**src/rtl/bus_alu_pkg.sv**
```systemverilog
// Package: shared operation codes for the bus arithmetic unit.
// Assumes a three-bit operation field; codes above XOR are unused.
package bus_alu_pkg;

    typedef enum logic [2:0] {
        OPC_ADD = 3'b000,
        OPC_SUB = 3'b001,
        OPC_AND = 3'b010,
        OPC_OR  = 3'b011,
        OPC_XOR = 3'b100
    } opc_t;

    localparam int OPC_BITS = 3;

    // True when the code names a bitwise operation.
    function automatic logic is_logic_op(input logic [OPC_BITS-1:0] c);
        return (c == OPC_AND) || (c == OPC_OR) || (c == OPC_XOR);
    endfunction

endpackage

```
**src/rtl/bus_alu_opreg.sv**
```systemverilog
// Operand register: captures the bus word on a clock edge when its load
// strobe is high and holds it otherwise. Assumes a synchronous active-low
// reset that clears it to zero.
module bus_alu_opreg #(
    parameter int W = 8
) (
    input  logic         clk,
    input  logic         rst_n,
    input  logic         load,
    input  logic [W-1:0] d,
    output logic [W-1:0] q
);

    // Purpose: capture on load, hold otherwise, clear on reset.
    always_ff @(posedge clk) begin
        if (!rst_n)
            q <= '0;
        else if (load)
            q <= d;
    end

    // a capture lands the word present at the edge.
    p_capture_r2: assert property (@(posedge clk) disable iff (!rst_n)
        load |=> (q == $past(d)));

    // with no strobe the held word does not move.
    p_hold_r3: assert property (@(posedge clk) disable iff (!rst_n)
        (!load && $past(rst_n)) |=> $stable(q));

endmodule

```
**src/rtl/bus_alu_core.sv**
```systemverilog
// Arithmetic core: one adder serves ADD and SUB (right operand inverted
// with carry-in one on SUB); bitwise ops bypass it. Purely combinational.
// Assumes unused codes must yield zero result and zero carry.
module bus_alu_core
    import bus_alu_pkg::*;
#(
    parameter int W = 8
) (
    input  logic [W-1:0]        lhs,
    input  logic [W-1:0]        rhs,
    input  logic [OPC_BITS-1:0] opc,
    output logic [W-1:0]        res,
    output logic                cout
);

    localparam int SW = W + 1;

    logic            do_sub;
    logic [W-1:0]    rhs_eff;
    logic [SW-1:0]   sum_ext;

    // Purpose: condition the right operand and carry-in for the shared adder.
    always_comb begin
        do_sub  = (opc == OPC_SUB);
        rhs_eff = do_sub ? ~rhs : rhs;
    end

    // Purpose: the single shared adder with its carry-out bit.
    always_comb begin
        sum_ext = {1'b0, lhs} + {1'b0, rhs_eff} + {{W{1'b0}}, do_sub};
    end

    // Purpose: pick the result and carry for the selected operation.
    always_comb begin
        res  = '0;
        cout = 1'b0;
        case (opc)
            OPC_ADD, OPC_SUB: begin
                res  = sum_ext[W-1:0];
                cout = sum_ext[W];
            end
            OPC_AND: res = lhs & rhs;
            OPC_OR:  res = lhs | rhs;
            OPC_XOR: res = lhs ^ rhs;
            default: begin
                res  = '0;
                cout = 1'b0;
            end
        endcase
    end

endmodule

```
**src/rtl/bus_alu_driver.sv**
```systemverilog
// Bus driver: passes the result while enabled and releases the port
// (all zeros, valid low) otherwise, suited to a wired-OR bus merge.
// Assumes the enable is held for the whole beat by the bus controller.
module bus_alu_driver #(
    parameter int W = 8
) (
    input  logic         oe,
    input  logic [W-1:0] res,
    output logic [W-1:0] bus_q,
    output logic         valid
);

    // Purpose: gate every result bit by the output enable.
    for (genvar i = 0; i < W; i++) begin : g_gate
        assign bus_q[i] = res[i] & oe;
    end

    // Purpose: advertise that this unit is a driver this beat.
    assign valid = oe;

endmodule

```
**src/rtl/bus_alu.sv**
```systemverilog
// Top: two private operand registers loaded from the bus, a shared-adder
// arithmetic core fed straight from them, and a gated result driver.
// Assumes one bus word per beat, so operands arrive in separate beats.
module bus_alu
    import bus_alu_pkg::*;
#(
    parameter int W = 8
) (
    input  logic                clk,
    input  logic                rst_n,
    input  logic [W-1:0]        bus_in,
    input  logic                ld_left,
    input  logic                ld_right,
    input  logic [OPC_BITS-1:0] op_code,
    input  logic                res_oe,
    output logic [W-1:0]        bus_out,
    output logic                drv_valid,
    output logic                carry
);

    localparam int NOPS = 2;

    logic [NOPS-1:0]        ld_vec;
    logic [NOPS-1:0][W-1:0] opnd;
    logic [W-1:0]           core_res;

    // Purpose: collect the per-operand load strobes (0 = left, 1 = right).
    assign ld_vec = {ld_right, ld_left};

    // Purpose: one capture register per operand.
    for (genvar k = 0; k < NOPS; k++) begin : g_opnd
        bus_alu_opreg #(.W(W)) u_reg (
            .clk   (clk),
            .rst_n (rst_n),
            .load  (ld_vec[k]),
            .d     (bus_in),
            .q     (opnd[k])
        );
    end

    bus_alu_core #(.W(W)) u_core (
        .lhs  (opnd[0]),
        .rhs  (opnd[1]),
        .opc  (op_code),
        .res  (core_res),
        .cout (carry)
    );

    bus_alu_driver #(.W(W)) u_drv (
        .oe    (res_oe),
        .res   (core_res),
        .bus_q (bus_out),
        .valid (drv_valid)
    );

    // SUB carry tracks the unsigned ordering of the held operands.
    p_no_borrow_r5: assert property (@(posedge clk) disable iff (!rst_n)
        (op_code == OPC_SUB) |-> (carry == (opnd[0] >= opnd[1])));

    // bitwise operations never raise the carry.
    p_logic_carry_r6: assert property (@(posedge clk) disable iff (!rst_n)
        is_logic_op(op_code) |-> !carry);

    // unused codes give zero on the core and no carry.
    p_unused_zero_r7: assert property (@(posedge clk) disable iff (!rst_n)
        (op_code > OPC_XOR) |-> (core_res == '0 && !carry));

    // a released port contributes nothing to the bus.
    p_release_r8: assert property (@(posedge clk) disable iff (!rst_n)
        !res_oe |-> (bus_out == '0 && !drv_valid));

    // while enabled the bus sees the core result and a valid driver.
    p_drive_r8: assert property (@(posedge clk) disable iff (!rst_n)
        res_oe |-> (drv_valid && bus_out == core_res));

    // the cycle after reset both operands read zero.
    p_reset_clear_r1: assert property (@(posedge clk)
        !rst_n |=> (opnd[0] == '0 && opnd[1] == '0));

endmodule

```
**config.mk**
```make
export PLATFORM = sky130hd
export DESIGN_NAME = bus_alu
export DESIGN_NICKNAME = d
export VERILOG_FILES = /design/src/rtl/bus_alu_pkg.sv /design/src/rtl/bus_alu_opreg.sv /design/src/rtl/bus_alu_core.sv /design/src/rtl/bus_alu_driver.sv /design/src/rtl/bus_alu.sv
export SDC_FILE = /design/constraint.sdc
export NUM_CORES = 1
export LEC_CHECK = 0
export ABC_AREA = 1
export BUFFER_PORTS_ARGS = -buffer_cell sky130_fd_sc_hd__buf_2
export CAP_MARGIN = 20
export CORE_MARGIN = 2
export CORE_UTILIZATION = 25
export CTS_CLUSTER_DIAMETER = 30
export CTS_CLUSTER_SIZE = 30
export DETAILED_ROUTE_END_ITERATION = 16
export PLACE_DENSITY = 0.4
export SETUP_SLACK_MARGIN = 0.2
export SLEW_MARGIN = 15
export SYNTH_ARGS = -nofsm -noshare
export SYNTH_HDL_FRONTEND = slang
export SYNTH_SLANG_ARGS = --single-unit
```
**constraint.sdc**
```tcl
create_clock -name clk -period 4.86 [get_ports clk]
set_clock_uncertainty 0.15 [all_clocks]
set_input_delay 0.729 -clock clk [delete_from_list [all_inputs] [get_ports clk]]
set_output_delay 0.729 -clock clk [all_outputs]
set_load 0.005 [all_outputs]
```
==> results of run 1 <==
-- area by class of cell --
cell class	count	area, um^2	share of cell area [%]
Inverter	40	150	8.92
Multi-Input combinational cell	142	957	56.8
Clock buffer	3	41.3	2.45
Timing Repair Buffer	25	125	7.43
Sequential cell	16	320	19.0
Tap cell	72	90.1	5.35
-- cells by family after synthesis --
| logic type | after synthesis | synth area share, % |
|---|---|---|
| adders and majority gates | 25 | 22.1 |
| xor gates and xnor gates | 7 | 4.24 |
| DFF | 16 | 22.1 |
| buffers and inverters | 44 | 11.7 |
| AOI/OAI and AO/OA | 61 | 22.2 |
| and+or+nand+nor | 49 | 17.6 |
-- routing by layer --
metal | up-vias | GRT usage [%] | wire length (um)
met3 | 4 | 1.35 | 98
li1 | 719 | - | -
met4 | 0 | 4.75 | 52
met1 | 532 | 17.0 | 1900
met5 | - | 0 | 0
met2 | 18 | 17.4 | 1400
-- worst paths after layout --
| path | start | to | slack (ps) | depth (start not counted) |
|---|---|---|---|---|
| setup reg to reg | g_opnd[0].u_reg.q[1] | g_opnd[0].u_reg.q[1] | 4010 | 2 |
| hold reg to reg | g_opnd[0].u_reg.q[0] | g_opnd[0].u_reg.q[0] | 350 | 2 |
| hold / removal | g_opnd[0].u_reg.q[0] | g_opnd[0].u_reg.q[0] | 350 | 2 |
| setup / recovery | op_code[2] | carry | 1150 | 15 |
-- stage by stage --
step | setup WS, ps | utilization [%]
3_5_place_dp | 1130 | 29.7
6_report | 1150 | 30.4
2_1_floorplan | 1660 | -
4_1_cts | 1120 | 30.4
5_1_grt | 923 | 30.4
3_3_place_gp | 1130 | 29.7
-- where the power goes --
group / switching, uW / internal (uW)
clock: 39.5 / 54.8
sequential: 7.52 / 141
combinational: 71.0 / 45.7
total: 118 / 241
-- synth_stat cells (all sizes together) --
cell type / count / share of area [%]
inv: 40 / 10
a21oi: 31 / 11
ha: 24 / 21
nand2: 24 / 7.6
o21ai: 20 / 6.9
dfxtp: 16 / 22
nand3: 11 / 4.8
nor2: 9 / 2.9
xor2: 7 / 4.2
o22ai: 6 / 2.6
nor3: 3 / 1.4
buf: 2 / 0.78
clkbuf: 2 / 0.52
o211ai: 2 / 1.0
or2: 2 / 0.87
a211oi: 1 / 0.52
a31oi: 1 / 0.43
fa: 1 / 1.4
-- critical path, stage by stage --
cell	delay, ps
buf_2	120
nor2_4	240
nand2_2	190
xor2_1	210
fa_1	410
inv_1	100
nand3_1	70
nand2_1	100
nand2_1	60
nor2_1	130
o21ai_0	110
nand2_1	80
a21oi_1	60
nor2_1	90
buf_2	120
-- layout by cell type, fill, tap and decap left out, types with 2 or more instances in the layout --
cell,n
inv_1,40
a21oi_1,31
buf_2,25
ha_1,24
o21ai_0,20
nand2_1,18
dfxtp_1,16
nand3_1,8
nor2_1,8
xor2_1,7
o22ai_1,6
nand2_2,5
nand3_2,3
clkbuf_8,3
o211ai_1,2
nor3_1,2
==> reports/summary.txt, run 1 <==
status: complete, no violations
Gate Count Post-Synth: 202
synth unique cells: 25
final cycle utilization of the critical path: 76.2%
Synth Register Bits: 16
Starting Density: 26.1%
pin count of the biggest net entering global routing: 17
Max Slew Vio Count: 0
n_diodes: 0
Ports: 26
Top reg by flops: g_opnd.u_reg.q
post-route insts no fill: 298
NumNets Final: 269
Slew @ Worst Pin: 519 ps
Finish-stage setup viols: 0
Fillers: 631
DPL Wire Length: 2.98 mm
Clock Path Buffers: 2
Final Cell Area: 1680 um^2
root buffer cell: clkbuf_8
vias in the first global route: 1242
Worst EP arrival: 2830 ps
post-synthesis sequential area ratio: 22.1%
Port Buf Inserts: 25
Worst-Skew Late Latency: 240 ps
row count: 27
Ys Warns: 0
RePlAce Congestion: 0.810
Die ar.: 6410 um^2
die height: 80.1 um
biggest regs: g_opnd.u_reg.q x16
Setup crit end kind: output port
RSZ-0062 raised after global routing: no
Post-CTS Hold Buffers: 0
P_leak: 0.000825 uW
minimum clock period: 3710 ps
clock-pin slew on the worst setup and hold paths: 50 ps
final routed DRC violation total: 0
initial antenna violation count: 0
DRT iter0 DRCs: 63
syn_area_per_cell: 7.16 um^2
H-tree Lvls: 1
CTS tree: built
Synthesized Nets: 243
vias per cell: 4.27
Max Cap Viol: 0
placed cell areas: 1640 um^2
routed wire length per instance: 11.6 um
Core Region: 5540 um^2
Peak Freq: 270 MHz
CP max FO: 9
Worst slew margin: 65.2%
Worst IR Drop VDD: 99.6 uV
Cells after DPL: 295
HP Class: register to register
number of flip-flops in the largest register: 16
GRT Util Overall: 11.7%
P&R area growth vs syn: 16.4%
setup bufs post-CTS: 0
ANT nets after route: 0
Final Hold Viols: 0
grt ovf: 0
crit path launch type: input pin
Die Width: 80.1 um
worst setup path class: input pin to output port
DR pass1 iterations: 4
CTS Buf Count: 3
share of cells above drive strength 1: 17.7%
first-pass GRT wire length: 5.96 mm
Critical Path RT: 3980 ps
Total Wirelength: 3.46 mm
via count: 1273
total negative slack: 0 ps
power density cells: 213 nW/um^2
Fin Hold WS: 352 ps
Mapped Area: 1450 um^2
post-CTS sizing: 0
CTS Sinks: 16
Final Total Pwr: 359 uW
Power figures use the tool's default switching activity.
==> run 2, diff against run 1 <==
--- a/config.mk
+++ b/config.mk
@@ -5,7 +5,7 @@
 export SDC_FILE = /design/constraint.sdc
 export NUM_CORES = 1
 export LEC_CHECK = 0
-export ABC_AREA = 1
+export ABC_AREA = 0
 export BUFFER_PORTS_ARGS = -buffer_cell sky130_fd_sc_hd__buf_2
 export CAP_MARGIN = 20
 export CORE_MARGIN = 2
@@ -13,7 +13,7 @@
 export CTS_CLUSTER_DIAMETER = 30
 export CTS_CLUSTER_SIZE = 30
 export DETAILED_ROUTE_END_ITERATION = 16
-export PLACE_DENSITY = 0.4
+export PLACE_DENSITY = 0.41
 export SETUP_SLACK_MARGIN = 0.2
 export SLEW_MARGIN = 15
 export SYNTH_ARGS = -nofsm -noshare
==> constraint.sdc (replaced) <==
create_clock -name clk -period 3.1 [get_ports clk]
set_clock_uncertainty 0.15 [all_clocks]
set_input_delay 0.465 -clock clk [delete_from_list [all_inputs] [get_ports clk]]
set_output_delay 0.465 -clock clk [all_outputs]
set_load 0.005 [all_outputs]
==> reports/summary.txt, run 2 <==
status: complete, no violations
root buffer cell: clkbuf_8
RePlAce Congestion: 0.709 (-12%)
syn_area_per_cell: 8.37 um^2 (+17%)
P_leak: 0.000939 uW (+14%)
final cycle utilization of the critical path: 99.9%
pre-CTS setup slack: -99.7 ps (-1230 ps)
power density cells: 301 nW/um^2 (+41%)
Flop pwr share: 38.7% (-2.6 points)
Ys Warns: 0 (unchanged)
die height: 82.7 um (+3.3%)
Max Cap Viol: 0 (unchanged)
DPL Wire Length: 2.96 mm (-0.76%)
terminus of the critical flop-to-flop path: g_opnd[1].u_reg.q[1]
Mapped Area: 1550 um^2 (+7.0%)
DRT iter0 DRCs: 26 (-59%)
CP Launch Point: op_code[1]
Ports: 26 (unchanged)
Port Buf Inserts: 25 (unchanged)
Max Slew Vio Count: 0 (unchanged)
Top reg by flops: g_opnd.u_reg.q
via count: 1312 (+3.1%)
Worst EP arrival: 2480 ps (-350 ps)
combinational fraction of design power: 36.8% (+4.3 points)
clock-pin slew on the worst setup and hold paths: 60 ps (about the same)
GRT Util Overall: 11.7% (-0.046 points)
row count: 28 (+3.7%)
Die ar.: 6840 um^2 (+6.7%)
Final Total Pwr: 616 uW (+71%)
Net Sw Frac: 31.0% (-1.9 points)
asr flop ratio synth: 0% (unchanged)
initial antenna violation count: 0 (unchanged)
n_diodes: 0 (unchanged)
post-synthesis sequential area ratio: 20.7% (-1.5 points)
Internal: 425 uW (+76%)
CTS Sinks: 16 (unchanged)
ANT nets after route: 0 (unchanged)
vias per cell: 4.48 (+4.8%)
clock network fraction of total power: 24.5% (-1.7 points)
top-count cell post-synth: ha_1
synth cell count leaders: ha_1, nor2b_1, mux2i_1, inv_1, dfxtp_1
commonest cells after routing, fill and taps aside: buf_2, ha_1, nor2b_1
Worst-Skew Late Latency: 240 ps (about the same)
Final Hold Viols: 0 (unchanged)
total negative slack: 0 ps (unchanged)
Die Width: 82.7 um (+3.3%)
Finished Core Util: 34.4% (+4.0 points)
grt ovf: 0 (unchanged)
synth unique cells: 32 (+28%)
Final Cell Area: 2050 um^2 (+22%)
H-tree Lvls: 1 (unchanged)
Setup crit end kind: output port
Gate Count Post-Synth: 185 (-8.4%)
Hold Crit Start: bus_in[1]
Worst IR Drop VDD: 192 uV (+93%)
Total Wirelength: 3.66 mm (+6.0%)
minimum clock period: 3100 ps
first-pass GRT wire length: 6.09 mm (+2.2%)
CTS tree: built
biggest regs: g_opnd.u_reg.q x16
routed wire length per instance: 12.5 um (+7.8%)
Starting Density: 26.0% (-0.12 points)
NumNets Final: 261 (-3.0%)
Most used DFF post-synth: dfxtp_1
final routed DRC violation total: 0 (unchanged)
Synthesized Nets: 226 (-7.0%)
commonest non-fill, non-tap cell in the layout: buf_2
largest area contributor in the synthesized netlist: dfxtp_1
worst setup slack after layout: 2.96 ps (-1150 ps)
flop-to-flop setup slack: 2170 ps (-1840 ps)
number of flip-flops in the largest register: 16 (unchanged)
CTS Buf Count: 3 (unchanged)
Synth Register Bits: 16 (unchanged)
P&R area growth vs syn: 32.3%
Synth top area share: 20.7% (-1.5 points)
Hold Path Sink: g_opnd[0].u_reg.q[1]
Clock Path Buffers: 2 (unchanged)
EDFF count, synth: 0 (unchanged)
CP max FO: 8 (-1)
critical path's largest stage delay: 400 ps (about the same)
cell count of the worst hold path: 3 (+1)
Peak Freq: 323 MHz
Psw: 191 uW (+62%)
worst r2r path cells: 2 (unchanged)
placed cell areas: 1830 um^2 (+11%)
HP Class: input pin to register
Slew @ Worst Pin: 412 ps (-107 ps)
Core Region: 5960 um^2 (+7.5%)
DR pass1 iterations: 4 (unchanged)
worst setup path class: input pin to output port
crit path launch type: input pin
Worst slew margin: 72.5% (+7.3 points)
dominant cells by area after synthesis: dfxtp_1, ha_1, mux2i_1, nor2b_1, xnor2_1
pin count of the biggest net entering global routing: 19 (+2)
Critical Path RT: 2480 ps (-1500 ps)
RSZ-0062 raised after global routing: yes
share of cells above drive strength 1: 28.4% (+11 points)
reg2reg start: g_opnd[1].u_reg.q[1]
vias in the first global route: 1238 (-0.32%)
critical path's slowest cell: or3b_4
Finish-stage setup viols: 0 (unchanged)
critical-path cell list: buf_6, or3b_4, buf_12, xnor2_4, ha_4, a21oi_2, o211ai_4, buf_4, a21boi_2, mux2i_1, o21ai_1, buf_2
run 2: how the worst max path moves through the flow:
stage | to | slack [ps] | cells after the start
5_1_grt | bus_out[3] | -140 | 11
3_3_place_gp | bus_out[6] | -80 | 12
4_1_cts | bus_out[7] | -7 | 12
3_5_place_dp | bus_out[6] | -100 | 12
6_report | bus_out[5] | 3 | 12
2_1_floorplan | bus_out[6] | 210 | 11
run 2: timing repair:
action | 4_1_cts | 5_1_grt
buffers inserted | 4 | 1
hold buffers | 0 | 0
gates resized for setup | 10 | 16
hold endpoints to repair | 0 | 0
pin swaps | 11 | 11
setup endpoints to repair | 8 | 8
run 2: cells by family after synthesis:
family	Yosys count	share of synthesized area, %
AOI/OAI and AO/OA	38	15.9
xor gates and xnor gates	11	6.23
adders and majority gates	25	20.7
buffers and inverters	26	7.28
DFF	16	20.7
muxes	18	11.6
and+or+nand+nor	51	17.5
run 2: layout make-up:
type                    count  area [um^2]
multi-input cells         143         1260
inverters                  17         63.8
clock buffers               3         41.3
repair buffers             39          265
flip-flops and latches     16          320
fillers                   621         3910
well taps                  75         93.8
run 2: critical path, delay by kind of cell:
| family | cells | cell delay (ps) |
|---|---|---|
| and+or+nand+nor | 1 | 400 |
| muxes | 1 | 200 |
| AOI/OAI and AO/OA | 4 | 500 |
| xor gates and xnor gates | 1 | 140 |
| buffers and inverters | 4 | 530 |
| adders and majority gates | 1 | 230 |
run 2: power by group through the flow:
stage / Clock [uW] / Combinational [uW] / Sequential, uW
2_1_floorplan: 0 / 140 / 235
3_3_place_gp: 0 / 197 / 241
3_5_place_dp: 0 / 198 / 241
4_1_cts: 158 / 211 / 237
5_1_grt: 164 / 257 / 241
6_report: 151 / 226 / 238
run 2: routing by layer:
layer	GRT usage [%]	part of all wire, %	vias to the layer above
met5	0	0	-
met4	3.44	0.90	0
met3	1.30	2.2	4
met2	18.5	42	21
met1	16.5	55	584
li1	-	-	703
run 2: per-stage QoR:
step / instances / hold slack [ps]
after floorplan: 185 / 379
after global placement: 285 / 408
after detailed placement: 285 / 419
after global routing: 293 / 344
final: 293 / 344
after CTS: 292 / 342
